### src/rtl/dpa_pkg.sv
package dpa_pkg;
   typedef enum logic [1:0] {
      ST_RUN   = 2'd0,
      ST_DRAIN = 2'd1,
      ST_FOLD  = 2'd2
   } dpa_state_e;
endpackage

### src/rtl/dpa_mul_pipe.sv
module dpa_mul_pipe #(
   parameter int DW     = 8,
   parameter int STAGES = 4,
   localparam int PW    = 2 * DW
) (
   input  logic                 clk,
   input  logic                 rst_n,
   input  logic                 take,
   input  logic                 take_last,
   input  logic signed [DW-1:0] op_a,
   input  logic signed [DW-1:0] op_b,
   output logic                 prod_v,
   output logic                 prod_last,
   output logic signed [PW-1:0] prod
);
   logic signed [PW-1:0] seg_p [STAGES];
   logic [STAGES-1:0]    seg_v;
   logic [STAGES-1:0]    seg_l;

   always_ff @(posedge clk or negedge rst_n) begin
      if (!rst_n) begin
         for (int i = 0; i < STAGES; i++) seg_p[i] <= '0;
         seg_v <= '0;
         seg_l <= '0;
      end else begin
         seg_p[0] <= op_a * op_b;
         seg_v[0] <= take;
         seg_l[0] <= take & take_last;
         for (int i = 1; i < STAGES; i++) begin
            seg_p[i] <= seg_p[i-1];
            seg_v[i] <= seg_v[i-1];
            seg_l[i] <= seg_l[i-1];
         end
      end
   end

   assign prod      = seg_p[STAGES-1];
   assign prod_v    = seg_v[STAGES-1];
   assign prod_last = seg_l[STAGES-1];
endmodule

### src/rtl/dpa_add_ring.sv
module dpa_add_ring #(
   parameter int AW     = 24,
   parameter int STAGES = 4
) (
   input  logic                 clk,
   input  logic                 rst_n,
   input  logic                 clr,
   input  logic                 fold,
   input  logic                 fold_first,
   input  logic                 prod_v,
   input  logic signed [AW-1:0] prod,
   output logic signed [AW-1:0] sum_in
);
   logic signed [AW-1:0] seg [STAGES];
   logic signed [AW-1:0] addend;
   logic signed [AW-1:0] loop_back;

   assign loop_back = seg[STAGES-1];

   always_comb begin
      if (fold) addend = fold_first ? '0 : seg[0];
      else      addend = prod_v ? prod : '0;
      sum_in = loop_back + addend;
   end

   always_ff @(posedge clk or negedge rst_n) begin
      if (!rst_n) begin
         for (int i = 0; i < STAGES; i++) seg[i] <= '0;
      end else if (clr) begin
         for (int i = 0; i < STAGES; i++) seg[i] <= '0;
      end else begin
         seg[0] <= sum_in;
         for (int i = 1; i < STAGES; i++) seg[i] <= seg[i-1];
      end
   end
endmodule

### src/rtl/dpa_ctrl.sv
module dpa_ctrl
   import dpa_pkg::*;
#(
   parameter int ADD_STAGES = 4,
   localparam int CW = (ADD_STAGES > 1) ? $clog2(ADD_STAGES) : 1
) (
   input  logic clk,
   input  logic rst_n,
   input  logic in_valid,
   input  logic in_last,
   input  logic tail,
   output logic accept,
   output logic fold,
   output logic fold_first,
   output logic fold_end
);
   dpa_state_e st;
   logic [CW-1:0] cnt;

   assign accept     = (st == ST_RUN) && in_valid;
   assign fold       = (st == ST_FOLD);
   assign fold_first = fold && (cnt == '0);
   assign fold_end   = fold && (cnt == CW'(ADD_STAGES - 1));

   always_ff @(posedge clk or negedge rst_n) begin
      if (!rst_n) begin
         st  <= ST_RUN;
         cnt <= '0;
      end else begin
         unique case (st)
            ST_RUN:   if (accept && in_last) st <= ST_DRAIN;
            ST_DRAIN: if (tail) begin
                         st  <= ST_FOLD;
                         cnt <= '0;
                      end
            ST_FOLD:  begin
                         cnt <= cnt + 1'b1;
                         if (fold_end) st <= ST_RUN;
                      end
            default:  st <= ST_RUN;
         endcase
      end
   end
endmodule

### src/rtl/dot_pipe_acc.sv
module dot_pipe_acc #(
   parameter int DW         = 8,
   parameter int MUL_STAGES = 4,
   parameter int ADD_STAGES = 4,
   parameter int MAX_LEN    = 256,
   localparam int PW        = 2 * DW,
   localparam int AW        = PW + $clog2(MAX_LEN)
) (
   input  logic                 clk,
   input  logic                 rst_n,
   input  logic                 in_valid,
   input  logic                 in_last,
   input  logic signed [DW-1:0] in_a,
   input  logic signed [DW-1:0] in_b,
   output logic                 res_valid,
   output logic signed [AW-1:0] res_sum
);
   if (DW < 2) begin : g_bad_dw
      $error("dot_pipe_acc: DW must be at least 2");
   end
   if (MUL_STAGES < 1 || ADD_STAGES < 1) begin : g_bad_depth
      $error("dot_pipe_acc: segment counts must be at least 1");
   end
   if (MAX_LEN < 1) begin : g_bad_len
      $error("dot_pipe_acc: MAX_LEN must be at least 1");
   end

   logic                 acc_take;
   logic                 fold, fold_first, fold_end;
   logic                 mul_v, mul_last;
   logic signed [PW-1:0] mul_p;
   logic signed [AW-1:0] prod_ext;
   logic signed [AW-1:0] sum_in;

   dpa_ctrl #(.ADD_STAGES(ADD_STAGES)) u_ctrl (
      .clk        (clk),
      .rst_n      (rst_n),
      .in_valid   (in_valid),
      .in_last    (in_last),
      .tail       (mul_v & mul_last),
      .accept     (acc_take),
      .fold       (fold),
      .fold_first (fold_first),
      .fold_end   (fold_end)
   );

   dpa_mul_pipe #(.DW(DW), .STAGES(MUL_STAGES)) u_mul (
      .clk       (clk),
      .rst_n     (rst_n),
      .take      (acc_take),
      .take_last (in_last),
      .op_a      (in_a),
      .op_b      (in_b),
      .prod_v    (mul_v),
      .prod_last (mul_last),
      .prod      (mul_p)
   );

   assign prod_ext = AW'(mul_p);

   dpa_add_ring #(.AW(AW), .STAGES(ADD_STAGES)) u_ring (
      .clk        (clk),
      .rst_n      (rst_n),
      .clr        (fold_end),
      .fold       (fold),
      .fold_first (fold_first),
      .prod_v     (mul_v),
      .prod       (prod_ext),
      .sum_in     (sum_in)
   );

   always_ff @(posedge clk or negedge rst_n) begin
      if (!rst_n) begin
         res_valid <= 1'b0;
         res_sum   <= '0;
      end else begin
         res_valid <= fold_end;
         if (fold_end) res_sum <= sum_in;
      end
   end
endmodule

### config.mk
export PLATFORM = sky130hd
export DESIGN_NAME = dot_pipe_acc
export DESIGN_NICKNAME = d
export VERILOG_FILES = /design/src/rtl/dpa_pkg.sv /design/src/rtl/dpa_mul_pipe.sv /design/src/rtl/dpa_add_ring.sv /design/src/rtl/dpa_ctrl.sv /design/src/rtl/dot_pipe_acc.sv
export SDC_FILE = /design/constraint.sdc
export NUM_CORES = 1
export LEC_CHECK = 0
export ABC_CLOCK_PERIOD_IN_PS = 3800
export BUFFER_PORTS_ARGS = -buffer_cell sky130_fd_sc_hd__buf_2
export CORE_UTILIZATION = 40
export DETAILED_ROUTE_END_ITERATION = 8
export PLACE_DENSITY = 0.66
export SYNTH_ARGS = -nofsm -noshare
export SYNTH_HDL_FRONTEND = slang
export SYNTH_SLANG_ARGS = --single-unit
### constraint.sdc
create_clock -name clk -period 3.8 [get_ports clk]
set_clock_uncertainty 0.2 [all_clocks]
set_input_delay 0.19 -clock clk [delete_from_list [all_inputs] [get_ports clk]]
set_output_delay 0.19 -clock clk [all_outputs]
set_load 0.1 [all_outputs]
* Yosys cells after proc, flatten, opt, wreduce, memory -nomap -nowiden *
Index checks and enable logic that the tools add are counted.

word-level totals
  register bits after elaboration = 197
  input port bits = 20
  output and inout port bits = 25

cells by class
  $add $sub $neg = 2
  multipliers = 1
  eq/ne operators = 6
  multiplexer cells = 10
  bitwise gates (word level) = 2
  reduce and logical (&&, ||, !) cells = 9

operators with widths
  operator             count
  $mux 96              1
  $mux 24              3
  $add 24x24->24       1
  $mul 8x8->16         1
  $mux 2               4
  $pmux 2 s3           1
  $eq 2x2->1 const B   2
  $logic_and 1x1->1    4
  $logic_not 2->1      2
  $ne 2x2->1 const B   2
  $pmux 2 s2           1
  $reduce_and 3->1     1
  $add 2x1->2 const B  1
  $and 1x1->1          2
  $eq 2x1->1 const B   1
  $ne 2x1->1 const B   1
  $reduce_and 2->1     1
  $reduce_bool 2->1    1

* Depth between registers and ports, before layout *
Gate-level depths: netlist of run 1.

  depth in word-level cells = 6
  gate-level depth with buffers = 16
  depth with buffers taken out = 16

* Modules after synthesis *
Synthesis of run 1 repeated with hierarchy kept, for this count alone.

second synthesis, totals
  cell total of the unflattened synthesis = 872
  area, all modules = 10435.0 µm²

by module, submodules not included
  module        instances  cells an instance  area an instance (µm²)
  dpa_add_ring  1          423                4718.3
  dpa_mul_pipe  1          373                4440.5
  dot_pipe_acc  1          53                 1028.5
  dpa_ctrl      1          23                 247.7

* Worst setup path before layout of run 1 *
Ideal clock, no wire load.

  path type = input port to flip-flop
  start point = in in_b[3]
  end point = reg u_mul.seg_p[63] (netlist name)
  data arrival time = 3.869 ns
  data required time = 3.520 ns
  slack = -0.349 ns
  stages on the path = 15
  buffers on the path = 0
  path through = and2_1 fa_1 inv_1 fa_1 inv_1 fa_1 inv_1 fa_1 inv_1 ha_1 nor3_1 nor2_1 a31o_2 a21oi_1 xnor2_1

on the way
  longest elaborated chain between the ends = 1

ends and longest elaborated chain
  element                          line                source
  from (decl)                      dot_pipe_acc.sv:14  input logic signed [DW-1:0] in_b,
  $mul 8x8->16                     dpa_mul_pipe.sv:26  seg_p[0] <= op_a * op_b;
  to (signal, indexed assignment)  dpa_mul_pipe.sv:30  seg_p[i] <= seg_p[i-1];
  to (decl)                        dpa_mul_pipe.sv:16  logic signed [PW-1:0] seg_p [STAGES];

Every way passes these cells.
A chain may end at the register's enable or synchronous reset.

* Final worst setup path of run 1 *
  start point = in in_b[4]
  end point = reg u_mul.seg_p[63] (netlist name)

The elaborated chain is that of the path after synthesis.

==> results of run 1 <==
-- tightest hold or removal path, stage by stage --
cell and delay, ns:
buf_2 0.09, buf_4 0.13, and2_1 0.14, ha_1 0.12
-- report_power, final --
part | switching, mW | internal, mW
Sequential | 0.260 | 2.95
Clock | 0.799 | 1.01
Combinational | 2.03 | 1.79
-- layout make-up --
class                           count  area [um2]
Fill cell                        2228       12600
Clock buffer                       19         443
Clock inverter                     13         161
Timing Repair Buffer              106         757
Inverter                           96         360
Multi-Input combinational cell    559        4630
Sequential cell                   197        4930
Tap cell                          324         405
-- synth_stat cells (6+ instances only) --
cell type	number
a211oi_1	7
a21o_1	12
a21oi_1	31
a22o_1	15
and2_1	122
clkbuf_1	19
dfrtp_1	197
fa_1	56
ha_1	54
inv_1	95
nand2_1	62
nand3_1	7
nor2_1	35
nor2b_1	9
nor3_1	12
o21a_1	11
o21ai_0	30
o31ai_1	6
xnor2_1	21
xor2_1	11
-- final timing paths --
path	depth (start not counted)	from	end
worst min register to register	0	u_mul.seg_p[42]	u_mul.seg_p[26]
worst max register to register	11	u_ctrl.st[0]	res_sum[14]
worst min-delay path	4	in_a[0]	u_mul.seg_p[50]
max in group asynchronous	3	rst_n	u_ctrl.cnt[1]
worst max-delay path	16	in_b[4]	u_mul.seg_p[63]
min in group asynchronous	2	rst_n	u_ring.seg[52]
-- sequential cells by signal (all words and copies together), names as in the netlist --
signal            flops
res_sum              24
u_ctrl.st             2
res_valid             1
u_ring.seg           72
u_mul.seg_l           4
u_mul.prod           16
u_mul.seg_v           4
u_ctrl.cnt            2
u_mul.seg_p          48
u_ring.loop_back     24
-- per-layer routing --
metal	share of wire, %	global-route usage (%)	vias up
met5	0	0	-
met4	1.5	5.11	0
met3	2.3	2.29	19
met2	46	23.9	86
met1	50	21.5	3048
li1	-	-	3064
-- logic make-up (layout without fill, tap and decap cells) --
kind of cell / after synthesis / count (layout) / share of synthesized area, %
and+or+nand+nor: 269 / 269 / 14.5
DFF: 197 / 197 / 49.8
AOI/OAI and AO/OA: 146 / 146 / 10.1
buffers and inverters: 116 / 234 / 4.39
adders and majority gates: 110 / 110 / 18.1
xor gates and xnor gates: 32 / 32 / 2.83
muxes: 2 / 2 / 0.215
-- per-stage QoR --
step                      setup WS [ns]  setup TNS [ns]
after floorplan                -0.00968        -0.00968
after global placement           -0.279           -1.24
after detailed placement         -0.285           -1.43
after CTS                         0.174               0
after global routing            0.00112               0
final                             0.183               0
-- placed cells by master, fill, tap and decap left out, drive strengths merged, types with 6 or more instances in the layout --
master	count
nand3	7
dfrtp	197
o31ai	6
and2	122
nand2	62
o21ai	32
fa	56
clkbuf	20
nor3	12
inv	102
buf	100
ha	54
a21o	12
xnor2	21
a22o	15
a21oi	31
nor2	35
nor2b	9
xor2	11
a211oi	7
o21a	11
-- what timing repair did --
item	4_1_cts	5_1_grt
resized for setup	0	1
hold endpoints to repair	103	0
hold buffers	5	0
setup endpoints to repair	0	1
==> metrics.md, run 1 <==
| Metric | Value |
|---|---|
| CTS H-tree depth | `4` |
| Worst-Margin Slew | `0.781 ns` |
| Clock tree root buffer cell | `clkbuf_16` |
| Leak | `5.65 nW` |
| Non-Filler Instances | `1,314` |
| Pwr Density | `757 mW/mm2` |
| Cell area after layout | `0.0117 mm2` |
| ANT nets after route | `0` |
| Crit end category | `flip-flop` |
| Fraction of layout cells with a size suffix above 1 | `16.3%` |
| Die ar. | `0.0254 mm2` |
| Max_slew headroom | `48.0%` |
| Num CTS Buffers | `17` |
| Initial drt markers | `361` |
| Critical path's top delay family | `adder cells` |
| Critical Path Max Stage Delay | `0.54 ns` |
| Port Buffer Count | `44` |
| Worst vdd ir | `280 uV` |
| Core Area | `0.0243 mm2` |
| Worst hold slack | `0.0721 ns` |
| Nets | `1,107` |
| Diodes inserted | `0` |
| Worst path cell trace | `buf_2, nand2_1, fa_1, inv_1, fa_1, inv_1, fa_1, fa_1, inv_1, ha_1, o21a_1, a21oi_2, o221ai_2, a31o_2, a21oi_2, xnor2_1` |
| Min Tclk post-route | `3.62 ns` |
| Setup Fix Bufs, Post-CTS | `0` |
| Detailed Place HPWL | `12.7 mm` |
| Die Height | `159 um` |
| Buf/Inv on CP | `4` |
| Worst hold path type | `in -> reg` |
| Startpoint Class | `input pin` |
| Initial Util | `40.7%` |
| Mapped Cells | `872` |
| Top_reg_cell synth | `dfrtp_1` |
| Routability cong. | `0.898` |
| Share of the synthesized area in the top cell type | `49.8%` |
| Ys async rst share | `100%` |
| Reg2reg setup slack | `0.21 ns` |
| Total number of vias | `6,217` |
| Vias in the first global route | `6,497` |
| CTS tree | `yes` |
| Antenna violations before repair | `0` |
| Area leader, netlist | `dfrtp_1` |
| Fin. Hold Viols | `0` |
| I/O pin count | `45` |
| Worst-skew pair later-pin latency | `0.43 ns` |
| Max-cap viol count | `0` |
| Drt first pass iters | `5` |
| Data required, critical path | `3.96 ns` |
| Drt drc | `0` |
| Final global-route overflow total | `0` |
| Post-synthesis register bit count | `197` |
| Syn Nets | `1,002` |
| Pin count of the biggest net entering global routing | `101` |
| RSZ-0062 raised after global routing | `no` |
| Placed cells | `1,277` |
| Top cell by count, worst path | `fa_1` |
| Worst EP arrival | `3.77 ns` |
| Die W | `159 um` |
| Slowest-stage cell, CP | `fa_1` |
| Rows | `57` |
| Synth-to-Final Area Change | `18.0%` |
| Area contributors post-synth | `dfrtp_1 50%, fa_1 11%, and2_1 7.7%` |
| Final setup viols | `0` |
| All-Layer GR Usage | `15.2%` |
| CP max FO | `8` |
| Clock Pin Slew Worst Setup and Hold Paths | `0.07 ns` |
| Wirelength per Cell | `13.4 um` |
| Placed cell area | `0.0110 mm2` |
| Yosys warns | `0` |
| Clock buffer depth | `2` |
| First-pass GRT wire length | `31.4 mm` |
| Synth cell types | `53` |
| Final Slew Violations | `0` |
| Critical path class | `in -> reg` |
| Final core utilization | `48.1%` |
| EDFF count, synth | `0` |
| DR vias/cell | `4.73` |
| Final Power | `8.84 mW` |
| Final wirelength | `17.7 mm` |
| Synthesized area | `0.00991 mm2` |
| Avg Cell Area, Syn | `11.4 um2` |
| Period utilisation layout | `95.2%` |
| Clock Sinks | `197` |
| Status | `finished, final reports clean` |
| Sequential area share after synthesis | `49.8%` |
| Max Clk Rate | `0.276 GHz` |
(Power assumes the default switching activity.)
==> inputs of run 2 (changes only) <==
--- a/config.mk
+++ b/config.mk
@@ -7,9 +7,10 @@
 export LEC_CHECK = 0
 export ABC_CLOCK_PERIOD_IN_PS = 3800
 export BUFFER_PORTS_ARGS = -buffer_cell sky130_fd_sc_hd__buf_2
-export CORE_UTILIZATION = 40
+export CORE_UTILIZATION = 50
 export DETAILED_ROUTE_END_ITERATION = 8
-export PLACE_DENSITY = 0.66
+export PLACE_DENSITY = 0.77
 export SYNTH_ARGS = -nofsm -noshare
 export SYNTH_HDL_FRONTEND = slang
+export SYNTH_HIERARCHICAL = 1
 export SYNTH_SLANG_ARGS = --single-unit
==> run 2 against run 1 <==
  * Worst hold slack got worse by 0.036 ns
  * Global-route usage increased by 3.2 points
  * Critical path depth unchanged
  * Utilization increased by 11 points
  * Largest power group is now registers
  * Clock-buffer cell count unchanged
  * Routed wire length increased by 5.2%
  * Final area increased by 3.0%
  * Clock power about the same
  * Flip-flop and latch count unchanged
  * Final cell count decreased by 5.9%
  * Register-to-register slack got worse by 0.10 ns
  * Maximum frequency decreased by 2.0%
==> metrics.md, run 2 <==
| Metric | Value |
|---|---|
| Status | `finished, final reports clean` |
| Worst-Margin Slew | `0.787 ns (+0.00667 ns)` |
| Leak | `5.99 nW (+6.1%)` |
| Clock tree root buffer cell | `clkbuf_16` |
| Diodes inserted | `0 (unchanged)` |
| Initial Util | `51.2% (+11 points)` |
| Area leader, netlist | `dfrtp_1` |
| Vias in the first global route | `6,475 (-0.34%)` |
| Yosys warns | `6 (+6)` |
| CP Launch Point | `in_b[4]` |
| Clock Pin Slew Worst Setup and Hold Paths | `0.07 ns (about the same)` |
| Mapped Cells | `872 (unchanged)` |
| Port Buffer Count | `44 (unchanged)` |
| Final global-route overflow total | `0 (unchanged)` |
| Max-cap viol count | `0 (unchanged)` |
| CTS H-tree depth | `4 (unchanged)` |
| Ys async rst share | `100% (unchanged)` |
| Biggest regs | `u_ring/seg: 72 flops, u_mul/seg_p: 48 flops` |
| Crit path to | `u_mul/seg_p[58]` |
| Fin. Hold Viols | `0 (unchanged)` |
| Num CTS Buffers | `17 (unchanged)` |
| Fraction of layout cells with a size suffix above 1 | `22.2% (+5.9 points)` |
| GR Layer Usage met2 | `31.7% (+7.7 points)` |
| Final wirelength | `18.6 mm (+5.2%)` |
| First-pass GRT wire length | `31.1 mm (-0.92%)` |
| R2R Path End | `res_sum[22]` |
| Die Height | `146 um (-8.1%)` |
| Met3 usage | `2.75% (+0.46 points)` |
| Drt drc | `0 (unchanged)` |
| Final setup viols | `0 (unchanged)` |
| Most common cell after layout, fill and taps aside | `dfrtp_1` |
| Period utilisation layout | `97.2% (+2.0 points)` |
| Syn Nets | `1,003 (+0.10%)` |
| Worst hold slack | `0.0362 ns (-0.0359 ns)` |
| Nets | `1,085 (-2.0%)` |
| Post-synthesis register bit count | `197 (unchanged)` |
| CTS tree | `yes` |
| Synth cell types | `64 (+21%)` |
| Detailed Place HPWL | `12.9 mm (+1.3%)` |
| I/O pin count | `45 (unchanged)` |
| Startpoint Class | `input pin` |
| GR peak layer | `met2` |
| All-Layer GR Usage | `18.4% (+3.2 points)` |
| Top_reg_cell synth | `dfrtp_1` |
| Pwr Density | `633 mW/mm2 (-16%)` |
| Total number of vias | `6,216 (-0.016%)` |
| Crit end category | `flip-flop` |
| Clock buffer depth | `2 (unchanged)` |
| Max reg flops | `72 (unchanged)` |
| Antenna violations before repair | `0 (unchanged)` |
| Pin count of the biggest net entering global routing | `101 (unchanged)` |
| Rows | `52 (-8.8%)` |
| Launch point of the worst reg-to-reg path | `u_ctrl/cnt[0]` |
| Die ar. | `0.0215 mm2 (-16%)` |
| Most common cell in the netlist | `dfrtp_1` |
| Core Area | `0.0204 mm2 (-16%)` |
| Routability cong. | `0.866 (-3.5%)` |
| EDFF count, synth | `0 (unchanged)` |
| R2R cell count | `14 (+3)` |
| Worst EP arrival | `3.84 ns (+0.07 ns)` |
| Synthesized area | `0.0104 mm2 (+5.3%)` |
| Max Clk Rate | `0.271 GHz (-2.0%)` |
| Data required, critical path | `3.95 ns (about the same)` |
| Die W | `146 um (-8.1%)` |
| CP max FO | `7 (-1)` |
| Met1 usage in global routing | `23.9% (+2.5 points)` |
| Worst hold path type | `in -> reg` |
| Initial drt markers | `263 (-27%)` |
| Min Tclk post-route | `3.69 ns (+0.0750 ns)` |
| Sequential area share after synthesis | `47.2% (-2.5 points)` |
| Critical path class | `in -> reg` |
| Worst-skew pair later-pin latency | `0.43 ns (about the same)` |
| Worst vdd ir | `370 uV (+32%)` |
| Clock Sinks | `197 (unchanged)` |
| Biggest register | `u_ring/seg` |
| Drt first pass iters | `5 (unchanged)` |
| Max_slew headroom | `47.5% (-0.44 points)` |
| Reg2reg setup slack | `0.11 ns (-0.10 ns)` |
| Most frequent cells in the layout | `197 x dfrtp_1, 104 x nor2b_1, 81 x inv_1, 57 x buf_4, 54 x fa_1` |
| Final Slew Violations | `0 (unchanged)` |
| Synth-to-Final Area Change | `15.4%` |
| Setup_tns | `0 ns (unchanged)` |
| Wirelength per Cell | `15.0 um (+12%)` |
| ANT nets after route | `0 (unchanged)` |
| Avg Cell Area, Syn | `12.0 um2 (+5.3%)` |
| Top cells by count, synth | `197 x dfrtp_1, 106 x nor2b_1, 83 x inv_1` |
| Share of the synthesized area in the top cell type | `47.2% (-2.5 points)` |
| DR vias/cell | `5.03 (+6.3%)` |
| Area contributors post-synth | `dfrtp_1 47%, fa_1 11%, ha_1 6.6%` |
==> run 2: timing repair <==
action / in CTS / in global routing
endpoints found under the hold margin: 101 / 0
buffers inserted: 0 / 2
setup endpoints to repair: 0 / 15
hold buffers: 5 / 0
resized for setup: 0 / 25
==> run 2: logic make-up after synthesis <==
logic type                 count (synthesis)  share of synthesized area [%]
and+or+nand+nor                          253                           14.1
DFF                                      197                           47.2
buffers and inverters                    131                           5.79
adders and majority gates                111                           17.3
AOI/OAI and AO/OA                        106                           7.65
xor gates and xnor gates                  37                           3.11
muxes                                     37                           4.76
==> run 2: routing by layer <==
layer	part of all wire (%)	wire length, um
met1	46	8530
met2	51	9420
met3	2.4	439
met4	1.0	193
met5	0	0
==> run 2: how the worst min path moves through the flow <==
stage | from | end | slack (ns) | cells after the start
detailed placement | rst_n | u_mul/seg_v[1] | 0.12 | 1
global placement | rst_n | u_ring/loop_back[3] | 0.12 | 1
floorplan | rst_n | res_sum[0] | -0.31 | 0
global route | in_b[0] | u_mul/seg_p[48] | 0.04 | 4
finish | in_b[0] | u_mul/seg_p[48] | 0.04 | 4
CTS | in_b[0] | u_mul/seg_p[48] | 0.02 | 4
==> run 2: cell type report <==
class                           instances  area, um2
Tap cell                              270        338
Inverter                               83        312
Multi-Input combinational cell        544       5060
Clock buffer                           19        453
Sequential cell                       197       4930
Timing Repair Buffer                  111        790
Fill cell                            1624       8330
Clock inverter                         12        161
==> run 2: power breakdown <==
group          switching, mW  internal, mW
Combinational           1.35          1.37
Sequential             0.273          2.82
Clock                  0.787          1.03
==> run 2: per-stage QoR <==
step / util (%) / cells / worst slack [ns] / total power, mW / cell area, um2
floorplan: - / 872 / -0.0677 / 4.94 / 10500
finish: 59.1 / 1236 / 0.108 / 7.63 / 12000
detailed placement: 55.1 / 1198 / -0.360 / 5.61 / 11200
global placement: 55.1 / 1198 / -0.269 / 5.49 / 11200
CTS: 58.4 / 1234 / 0.00695 / 7.52 / 11900
global route: 59.1 / 1236 / -0.0230 / 8.18 / 12000
==> run 2: critical path, stage by stage <==
cell and delay, ns:
buf_2 0.10, buf_4 0.15, and2_4 0.16, fa_1 0.49, ha_1 0.30, inv_1 0.05
fa_1 0.51, fa_1 0.52, inv_1 0.06, ha_4 0.21, nor2b_2 0.16, o31a_1 0.35
buf_4 0.16, o21a_1 0.16, nor2_1 0.12, xnor2_1 0.14
